<file path="src/rtl/pdc_pkg.sv">
`timescale 1ns/1ps
package pdc_pkg;
  typedef enum logic [2:0] {
    ST_IDLE,
    ST_ACT,
    ST_COL,
    ST_CAS_HOLD,
    ST_PAGE_OPEN,
    ST_PRECHARGE
  } pdc_state_e;
endpackage

</file>
<file path="src/rtl/pdc_addr_split.sv">
`timescale 1ns/1ps
module pdc_addr_split #(
  parameter int ROW_W = 8,
  parameter int COL_W = 8,
  parameter int PIN_W = 8
) (
  input  logic [ROW_W+COL_W-1:0] host_addr,
  input  logic [ROW_W-1:0]       open_row,
  output logic [ROW_W-1:0]       row,
  output logic [PIN_W-1:0]       row_pins,
  output logic [PIN_W-1:0]       col_pins,
  output logic                   same_row
);
  localparam int AW = ROW_W + COL_W;

  assign row      = host_addr[AW-1 -: ROW_W];
  assign row_pins = PIN_W'(row);
  assign col_pins = PIN_W'(host_addr[COL_W-1:0]);
  assign same_row = (row == open_row);
endmodule

</file>
<file path="src/rtl/pdc_dq_path.sv">
`timescale 1ns/1ps
module pdc_dq_path #(
  parameter int DW = 8
) (
  input  logic          clk,
  input  logic          rst,
  input  logic          drive_nxt,
  input  logic [DW-1:0] wdata_nxt,
  input  logic          capture,
  input  logic [DW-1:0] dq_in,
  output logic [DW-1:0] dq_out,
  output logic          dq_oe,
  output logic [DW-1:0] rdata
);
  always_ff @(posedge clk) begin
    if (rst) begin
      dq_out <= '0;
      dq_oe  <= 1'b0;
      rdata  <= '0;
    end else begin
      dq_oe <= drive_nxt;
      if (drive_nxt) dq_out <= wdata_nxt;
      if (capture)   rdata  <= dq_in;
    end
  end

  // read data register only moves on a capture
  a_r7_rdata_held: assert property (@(posedge clk) disable iff (rst)
    !capture |=> $stable(rdata));
endmodule

</file>
<file path="src/rtl/page_dram_ctrl.sv">
`timescale 1ns/1ps
module page_dram_ctrl #(
  parameter int ROW_W = 8,
  parameter int COL_W = 8,
  parameter int DW    = 8,
  parameter int T_RCD = 2,
  parameter int T_CAS = 2,
  parameter int T_RP  = 2,
  localparam int AW    = ROW_W + COL_W,
  localparam int PIN_W = (ROW_W > COL_W) ? ROW_W : COL_W
) (
  input  logic             clk,
  input  logic             rst,
  input  logic             req_valid,
  output logic             req_ready,
  input  logic             req_we,
  input  logic [AW-1:0]    req_addr,
  input  logic [DW-1:0]    req_wdata,
  output logic             rsp_valid,
  output logic [DW-1:0]    rsp_rdata,
  input  logic             refresh_req,
  output logic             refresh_grant,
  output logic             dram_ras_n,
  output logic             dram_cas_n,
  output logic             dram_we_n,
  output logic             dram_oe_n,
  output logic [PIN_W-1:0] dram_addr,
  output logic [DW-1:0]    dram_dq_out,
  output logic             dram_dq_oe,
  input  logic [DW-1:0]    dram_dq_in
);
  import pdc_pkg::*;

  localparam int MAXT_A = (T_RCD > T_CAS) ? T_RCD : T_CAS;
  localparam int MAXT   = (MAXT_A > T_RP) ? MAXT_A : T_RP;
  localparam int CNT_W  = (MAXT < 2) ? 1 : $clog2(MAXT + 1);

  pdc_state_e st, nxt;
  logic [CNT_W-1:0] cnt, nxt_cnt;
  logic pend, nxt_pend;
  logic take, done, accept;
  logic last_we;
  logic lat_we;
  logic [DW-1:0]    lat_wdata;
  logic [PIN_W-1:0] lat_row_pins, lat_col_pins;
  logic [ROW_W-1:0] open_row;

  logic [ROW_W-1:0] sp_row;
  logic [PIN_W-1:0] sp_row_pins, sp_col_pins;
  logic             sp_hit;

  pdc_addr_split #(.ROW_W(ROW_W), .COL_W(COL_W), .PIN_W(PIN_W)) u_split (
    .host_addr (req_addr),
    .open_row  (open_row),
    .row       (sp_row),
    .row_pins  (sp_row_pins),
    .col_pins  (sp_col_pins),
    .same_row  (sp_hit)
  );

  assign accept = req_valid && req_ready;

  always_comb begin
    nxt      = st;
    nxt_cnt  = (cnt != '0) ? cnt - 1'b1 : cnt;
    nxt_pend = pend;
    take     = 1'b0;
    done     = 1'b0;
    case (st)
      ST_IDLE: if (accept) begin
        take    = 1'b1;
        nxt     = ST_ACT;
        nxt_cnt = CNT_W'(T_RCD);
      end
      ST_ACT: if (cnt == '0) begin
        nxt     = ST_COL;
        nxt_cnt = '0;
      end
      ST_COL: if (cnt == '0) begin
        nxt     = ST_CAS_HOLD;
        nxt_cnt = CNT_W'(T_CAS - 1);
      end
      ST_CAS_HOLD: if (cnt == '0) begin
        nxt  = ST_PAGE_OPEN;
        done = 1'b1;
      end
      ST_PAGE_OPEN: begin
        if (accept) begin
          take = 1'b1;
          if (sp_hit) begin
            nxt     = ST_COL;
            nxt_cnt = (req_we != last_we) ? CNT_W'(1) : '0;
          end else begin
            nxt      = ST_PRECHARGE;
            nxt_cnt  = CNT_W'(T_RP - 1);
            nxt_pend = 1'b1;
          end
        end else if (refresh_req) begin
          nxt     = ST_PRECHARGE;
          nxt_cnt = CNT_W'(T_RP - 1);
        end
      end
      ST_PRECHARGE: if (cnt == '0) begin
        if (pend) begin
          nxt      = ST_ACT;
          nxt_cnt  = CNT_W'(T_RCD);
          nxt_pend = 1'b0;
        end else begin
          nxt = ST_IDLE;
        end
      end
      default: nxt = ST_IDLE;
    endcase
  end

  logic             we_eff, col_active, drive_nxt;
  logic [DW-1:0]    wdata_eff;
  logic [PIN_W-1:0] row_eff, col_eff;

  assign we_eff     = take ? req_we      : lat_we;
  assign wdata_eff  = take ? req_wdata   : lat_wdata;
  assign row_eff    = take ? sp_row_pins : lat_row_pins;
  assign col_eff    = take ? sp_col_pins : lat_col_pins;
  assign col_active = (nxt == ST_CAS_HOLD) || (nxt == ST_COL && nxt_cnt == '0);
  assign drive_nxt  = col_active && we_eff;

  always_ff @(posedge clk) begin
    if (rst) begin
      st            <= ST_IDLE;
      cnt           <= '0;
      pend          <= 1'b0;
      last_we       <= 1'b0;
      lat_we        <= 1'b0;
      lat_wdata     <= '0;
      lat_row_pins  <= '0;
      lat_col_pins  <= '0;
      open_row      <= '0;
      req_ready     <= 1'b0;
      rsp_valid     <= 1'b0;
      refresh_grant <= 1'b0;
      dram_ras_n    <= 1'b1;
      dram_cas_n    <= 1'b1;
      dram_we_n     <= 1'b1;
      dram_oe_n     <= 1'b1;
      dram_addr     <= '0;
    end else begin
      st   <= nxt;
      cnt  <= nxt_cnt;
      pend <= nxt_pend;
      if (take) begin
        lat_we       <= req_we;
        lat_wdata    <= req_wdata;
        lat_row_pins <= sp_row_pins;
        lat_col_pins <= sp_col_pins;
        open_row     <= sp_row;
      end
      if (done) last_we <= lat_we;
      req_ready     <= (nxt == ST_IDLE || nxt == ST_PAGE_OPEN) && !refresh_req;
      rsp_valid     <= done;
      refresh_grant <= (nxt == ST_IDLE) && refresh_req;
      dram_ras_n    <= !((nxt == ST_COL) || (nxt == ST_CAS_HOLD) ||
                         (nxt == ST_PAGE_OPEN) || (nxt == ST_ACT && st == ST_ACT));
      dram_cas_n    <= !(nxt == ST_CAS_HOLD);
      dram_we_n     <= !(col_active && we_eff);
      dram_oe_n     <= !(nxt == ST_CAS_HOLD && !we_eff);
      if (nxt == ST_ACT)      dram_addr <= row_eff;
      else if (nxt == ST_COL) dram_addr <= col_eff;
    end
  end

  pdc_dq_path #(.DW(DW)) u_dq (
    .clk       (clk),
    .rst       (rst),
    .drive_nxt (drive_nxt),
    .wdata_nxt (wdata_eff),
    .capture   (done && !lat_we),
    .dq_in     (dram_dq_in),
    .dq_out    (dram_dq_out),
    .dq_oe     (dram_dq_oe),
    .rdata     (rsp_rdata)
  );

  // row address steady when the row strobe falls
  a_r1_row_setup: assert property (@(posedge clk) disable iff (rst)
    $fell(dram_ras_n) |-> $stable(dram_addr));
  // column address steady when the column strobe falls
  a_r2_col_setup: assert property (@(posedge clk) disable iff (rst)
    $fell(dram_cas_n) |-> $stable(dram_addr));
  // column strobe only inside an open row
  a_r2_cas_in_ras: assert property (@(posedge clk) disable iff (rst)
    !dram_cas_n |-> !dram_ras_n);
  // an open-row hit keeps the row strobe low
  a_r3_hit_keeps_row: assert property (@(posedge clk) disable iff (rst)
    (st == ST_PAGE_OPEN && take && sp_hit) |=> !dram_ras_n);
  // early write, write-enable already low before the column strobe falls
  a_r6_early_we: assert property (@(posedge clk) disable iff (rst)
    ($fell(dram_cas_n) && !dram_we_n) |-> (!$past(dram_we_n) && $past(dram_dq_oe)));
  // response is a single-cycle pulse
  a_r7_rsp_pulse: assert property (@(posedge clk) disable iff (rst)
    rsp_valid |=> !rsp_valid);
  // device output and controller drivers never overlap
  a_r8_bus_exclusive: assert property (@(posedge clk) disable iff (rst)
    !(dram_dq_oe && !dram_oe_n));
  // a gap cycle separates a read window from driving the bus
  a_r8_turn_gap: assert property (@(posedge clk) disable iff (rst)
    $rose(dram_dq_oe) |-> $past(dram_oe_n));
  // granted pins carry inactive strobes and no request is taken
  a_r9_grant_pins: assert property (@(posedge clk) disable iff (rst)
    refresh_grant |-> (dram_ras_n && dram_cas_n && !req_ready));
endmodule

</file>
<file path="config.mk">
export PLATFORM = sky130hd
export DESIGN_NAME = page_dram_ctrl
export DESIGN_NICKNAME = d
export VERILOG_FILES = /design/src/rtl/pdc_pkg.sv /design/src/rtl/pdc_addr_split.sv /design/src/rtl/pdc_dq_path.sv /design/src/rtl/page_dram_ctrl.sv
export SDC_FILE = /design/constraint.sdc
export NUM_CORES = 1
export LEC_CHECK = 0
export ABC_AREA = 1
export CORE_MARGIN = 2
export CORE_UTILIZATION = 50
export DETAILED_ROUTE_END_ITERATION = 8
export PLACE_DENSITY = 0.79
export SYNTH_ARGS = -nofsm -noshare
export SYNTH_HDL_FRONTEND = slang
export SYNTH_SLANG_ARGS = --single-unit
</file>
<file path="constraint.sdc">
create_clock -name clk -period 2.1 [get_ports clk]
set_clock_uncertainty 0.1 [all_clocks]
set_input_delay 0.63 -clock clk [delete_from_list [all_inputs] [get_ports clk]]
set_output_delay 0.63 -clock clk [all_outputs]
set_load 0.01 [all_outputs]
</file>
==> results by group <==
Floorplanning
  – Vert. Die Dim: 83.6 um
  – Boundary Pins: 69
  – Die width: 83.6 um
  – Num rows: 29
  – Core area: 6240 sq um
  – Starting density of the core: 0.508
  – Die ar.: 6990 sq um

Drt
  – Via density: 5.11
  – # DRC: 0
  – Final ANT Viol Nets: 0
  – Iter 0 DRT Violations: 220
  – Final wirelength: 8380 um
  – Avg WL per Cell: 14.0 um
  – Via Count: 3061
  – First-pass DRT Iterations: 4

Critical path
  – WP depth: 1
  – R2r worst-path depth: 13
  – Crit-path leading delay family: buffers and inverters
  – Worst Path Max Fanout: 2
  – Crit start category: register
  – Worst path required time: 1.37 ns
  – Critical path endpoint category: output port
  – Critical-path cell list: clkdlybuf4s50_1
  – CP Launch Point: u_dq.dq_out[3]
  – CP Buf/Inv Count: 1
  – CP Class: register to output port
  – Slowest cell on crit path: clkdlybuf4s50_1
  – Crit-path max cell delay: 0.57 ns
  – Critical R2R Launch: cnt[0]
  – Worst path arrival time: 1.36 ns

Power and ir drop
  – PwrDens: 752 nW/um^2
  – Seq pwr share: 0.438
  – Switching part of the total: 0.315
  – Share of total power in combinational logic: 0.274
  – P_int: 2350 uW
  – Psw: 1080 uW
  – Power share of the clock group: 0.289
  – Pleak: 0.00194 uW
  – Max IR drop VDD: 488 uV
  – Total power: 3430 uW

Global route
  – Largest net degree at the start of global routing: 24
  – Grt ovf: 0
  – First-pass GRT wire length: 12900 um
  – Number of global-route vias before repair: 2773
  – All-Layer GR Usage: 0.231
  – Antenna violations before repair: 0

Clocking
  – TritonCTS Buffers: 9
  – CTS Buffer Depth: 2
  – Number of hold buffers added after cts: 0
  – Clock transition at the registers of the reported paths: 0.08 ns
  – Worst skew pair latency: 0.35 ns
  – Htree depth: 3
  – CTS root buffer: clkbuf_8
  – CTS tree: done
  – Clk sink count: 72

STA
  – Setup violations, final: 0
  – Worst rel slew slack: 0.751
  – RSZ-0062 raised after global routing: yes
  – Final min period: 2.09 ns
  – Worst-Margin Slew: 0.369 ns
  – Slew Limit Fails: 0
  – Fmax: 479 MHz
  – Final hold slack: 0.376 ns
  – Final period util: 0.994
  – Fin. Hold Viols: 0
  – Setup TNS: 0 ns

Run
  – Max-Cap Viols: 0

Final layout
  – # diodes: 0
  – Final nets: 554
  – Fraction of layout cells with a size suffix above 1: 0.272
  – Finished Core Util: 0.731
  – Area Overhead vs Synth: 44.0%

Placement
  – GP Congestion: 0.883
  – Final HPWL DP: 5220 um
  – Port Buffers: 68

Yosys
  – Multiplexer area fraction after synthesis: 0.0411
  – FF+latch count, synth: 72
  – Mapped Cells: 406
  – Xor/xnor share of the synthesized area: 0.0111
  – Adder-cell area share of the yosys netlist: 0
  – Post-Synth Simple-Gate Area: 0.307
  – Post-synth cell types: 34
  – Syn Area/Cell: 7.80 sq um
  – Synth Area in Compound Gates: 0.102
  – Largest family of logic cells by synthesized area: simple AND/OR/NAND/NOR gates
  – Synth Warn #: 0
  – Synthesized area: 3170 sq um
  – Post-Synthesis Net Count: 443
  – Sequential area share after synthesis: 0.455

Min path
  – Hold path depth: 2
  – Min-delay src: dram_addr[1]
  – Hold/Removal Path Class: register to register

Run status
  – Status: finished, final reports clean
## final cells by class
class	instances	area, sq um
fillers	470	1680
clock inverters	5	32.5
flip-flops and latches	72	1440
multi-input cells	275	1580
well taps	77	96.3
clock buffers	11	141
repair buffers	113	1090
inverters	46	178
## cells in the final DEF (no fill, tap or decap), drive strengths merged
cell	synthesis	final
mux2i	13	13
dlymetal6s2s	0	2
clkdlybuf4s50	0	57
clkinv	0	2
xor2	1	1
nand4	3	3
a31oi	2	2
a21oi	24	24
nand3	21	21
xnor2	3	3
clkdlybuf4s15	0	1
dfxtp	72	72
clkinvlp	0	3
a211oi	1	1
nor3	2	2
inv	46	46
buf	7	45
o21ai	24	24
clkbuf	7	18
nor2	79	79
nand2	95	96
o211ai	2	2
or2	4	4
dlygate4sd2	0	1
## what timing repair did
| item | CTS | global route |
|---|---|---|
| gates cloned | 2 | 1 |
| endpoints found under the setup margin | 20 | 18 |
| setup buffers | 4 | 7 |
| gates resized for setup | 23 | 35 |
| pin swaps | 10 | 23 |
## metrics by stage
stage	cells	area, sq um	setup WS [ns]
6_report	599	4560	0.0117
5_1_grt	599	4560	-0.0871
4_1_cts	591	4440	0.0261
3_5_place_dp	570	4140	-0.571
3_3_place_gp	570	4140	-0.506
2_1_floorplan	406	3170	0.0646
## layer usage
metal  global-route usage  wire (um)  vias to the layer above
li1                     -          -                     1502
met1                0.295       3590                     1430
met2                0.372       4090                      106
met3               0.0692        452                       23
met4               0.0806        250                        0
met5                    0          0                        -
## cell families after synthesis
logic type | after synthesis
and+or+nand+nor | 204
DFF | 72
buffers and inverters | 60
muxes | 13
xor gates and xnor gates | 4
AOI/OAI and AO/OA | 53
## power by group through the flow
stage / combinational (uW) / sequential, uW / clock, uW
finish: 938 / 1500 / 989
global route: 1010 / 1510 / 1060
CTS: 811 / 1500 / 990
detailed placement: 780 / 1530 / 0
global placement: 767 / 1520 / 0
floorplan: 460 / 1540 / 0
## registers in the layout (all words and copies together) (netlist names)
register / flops
dram_oe_n: 1
lat_wdata: 8
dram_ras_n: 1
dram_addr: 8
dram_cas_n: 1
u_dq.rdata: 8
req_ready: 1
lat_col_pins: 8
dram_we_n: 1
pend: 1
st: 3
last_we: 1
u_dq.dq_out: 8
u_dq.dq_oe: 1
open_row: 8
cnt: 2
lat_row_pins: 8
rsp_valid: 1
refresh_grant: 1
lat_we: 1
## Yosys cell counts, drive strengths merged
| library cell | count | share of area |
|---|---|---|
| a21oi | 24 | 0.053 |
| dfxtp | 72 | 0.45 |
| xnor2 | 3 | 0.0083 |
| nor3 | 2 | 0.0047 |
| buf | 7 | 0.019 |
| o21ai | 24 | 0.038 |
| mux2i | 13 | 0.041 |
| nand4 | 3 | 0.0059 |
| nor2 | 79 | 0.11 |
| inv | 46 | 0.056 |
| nand3 | 21 | 0.045 |
| or2 | 4 | 0.0087 |
| xor2 | 1 | 0.0028 |
| nand2 | 95 | 0.13 |
| a31oi | 2 | 0.0039 |
| o211ai | 2 | 0.0047 |
| a211oi | 1 | 0.0024 |
| clkbuf | 7 | 0.0083 |
## final timing paths
check	endpoint	slack, ns
worst max register to register	u_dq.dq_out[3]	0.10
worst min-delay path	dram_addr[1]	0.38
worst max-delay path	dram_dq_out[3]	0.01
worst min register to register	dram_addr[1]	0.38
Note: power is estimated with default switching activity, not from simulation.
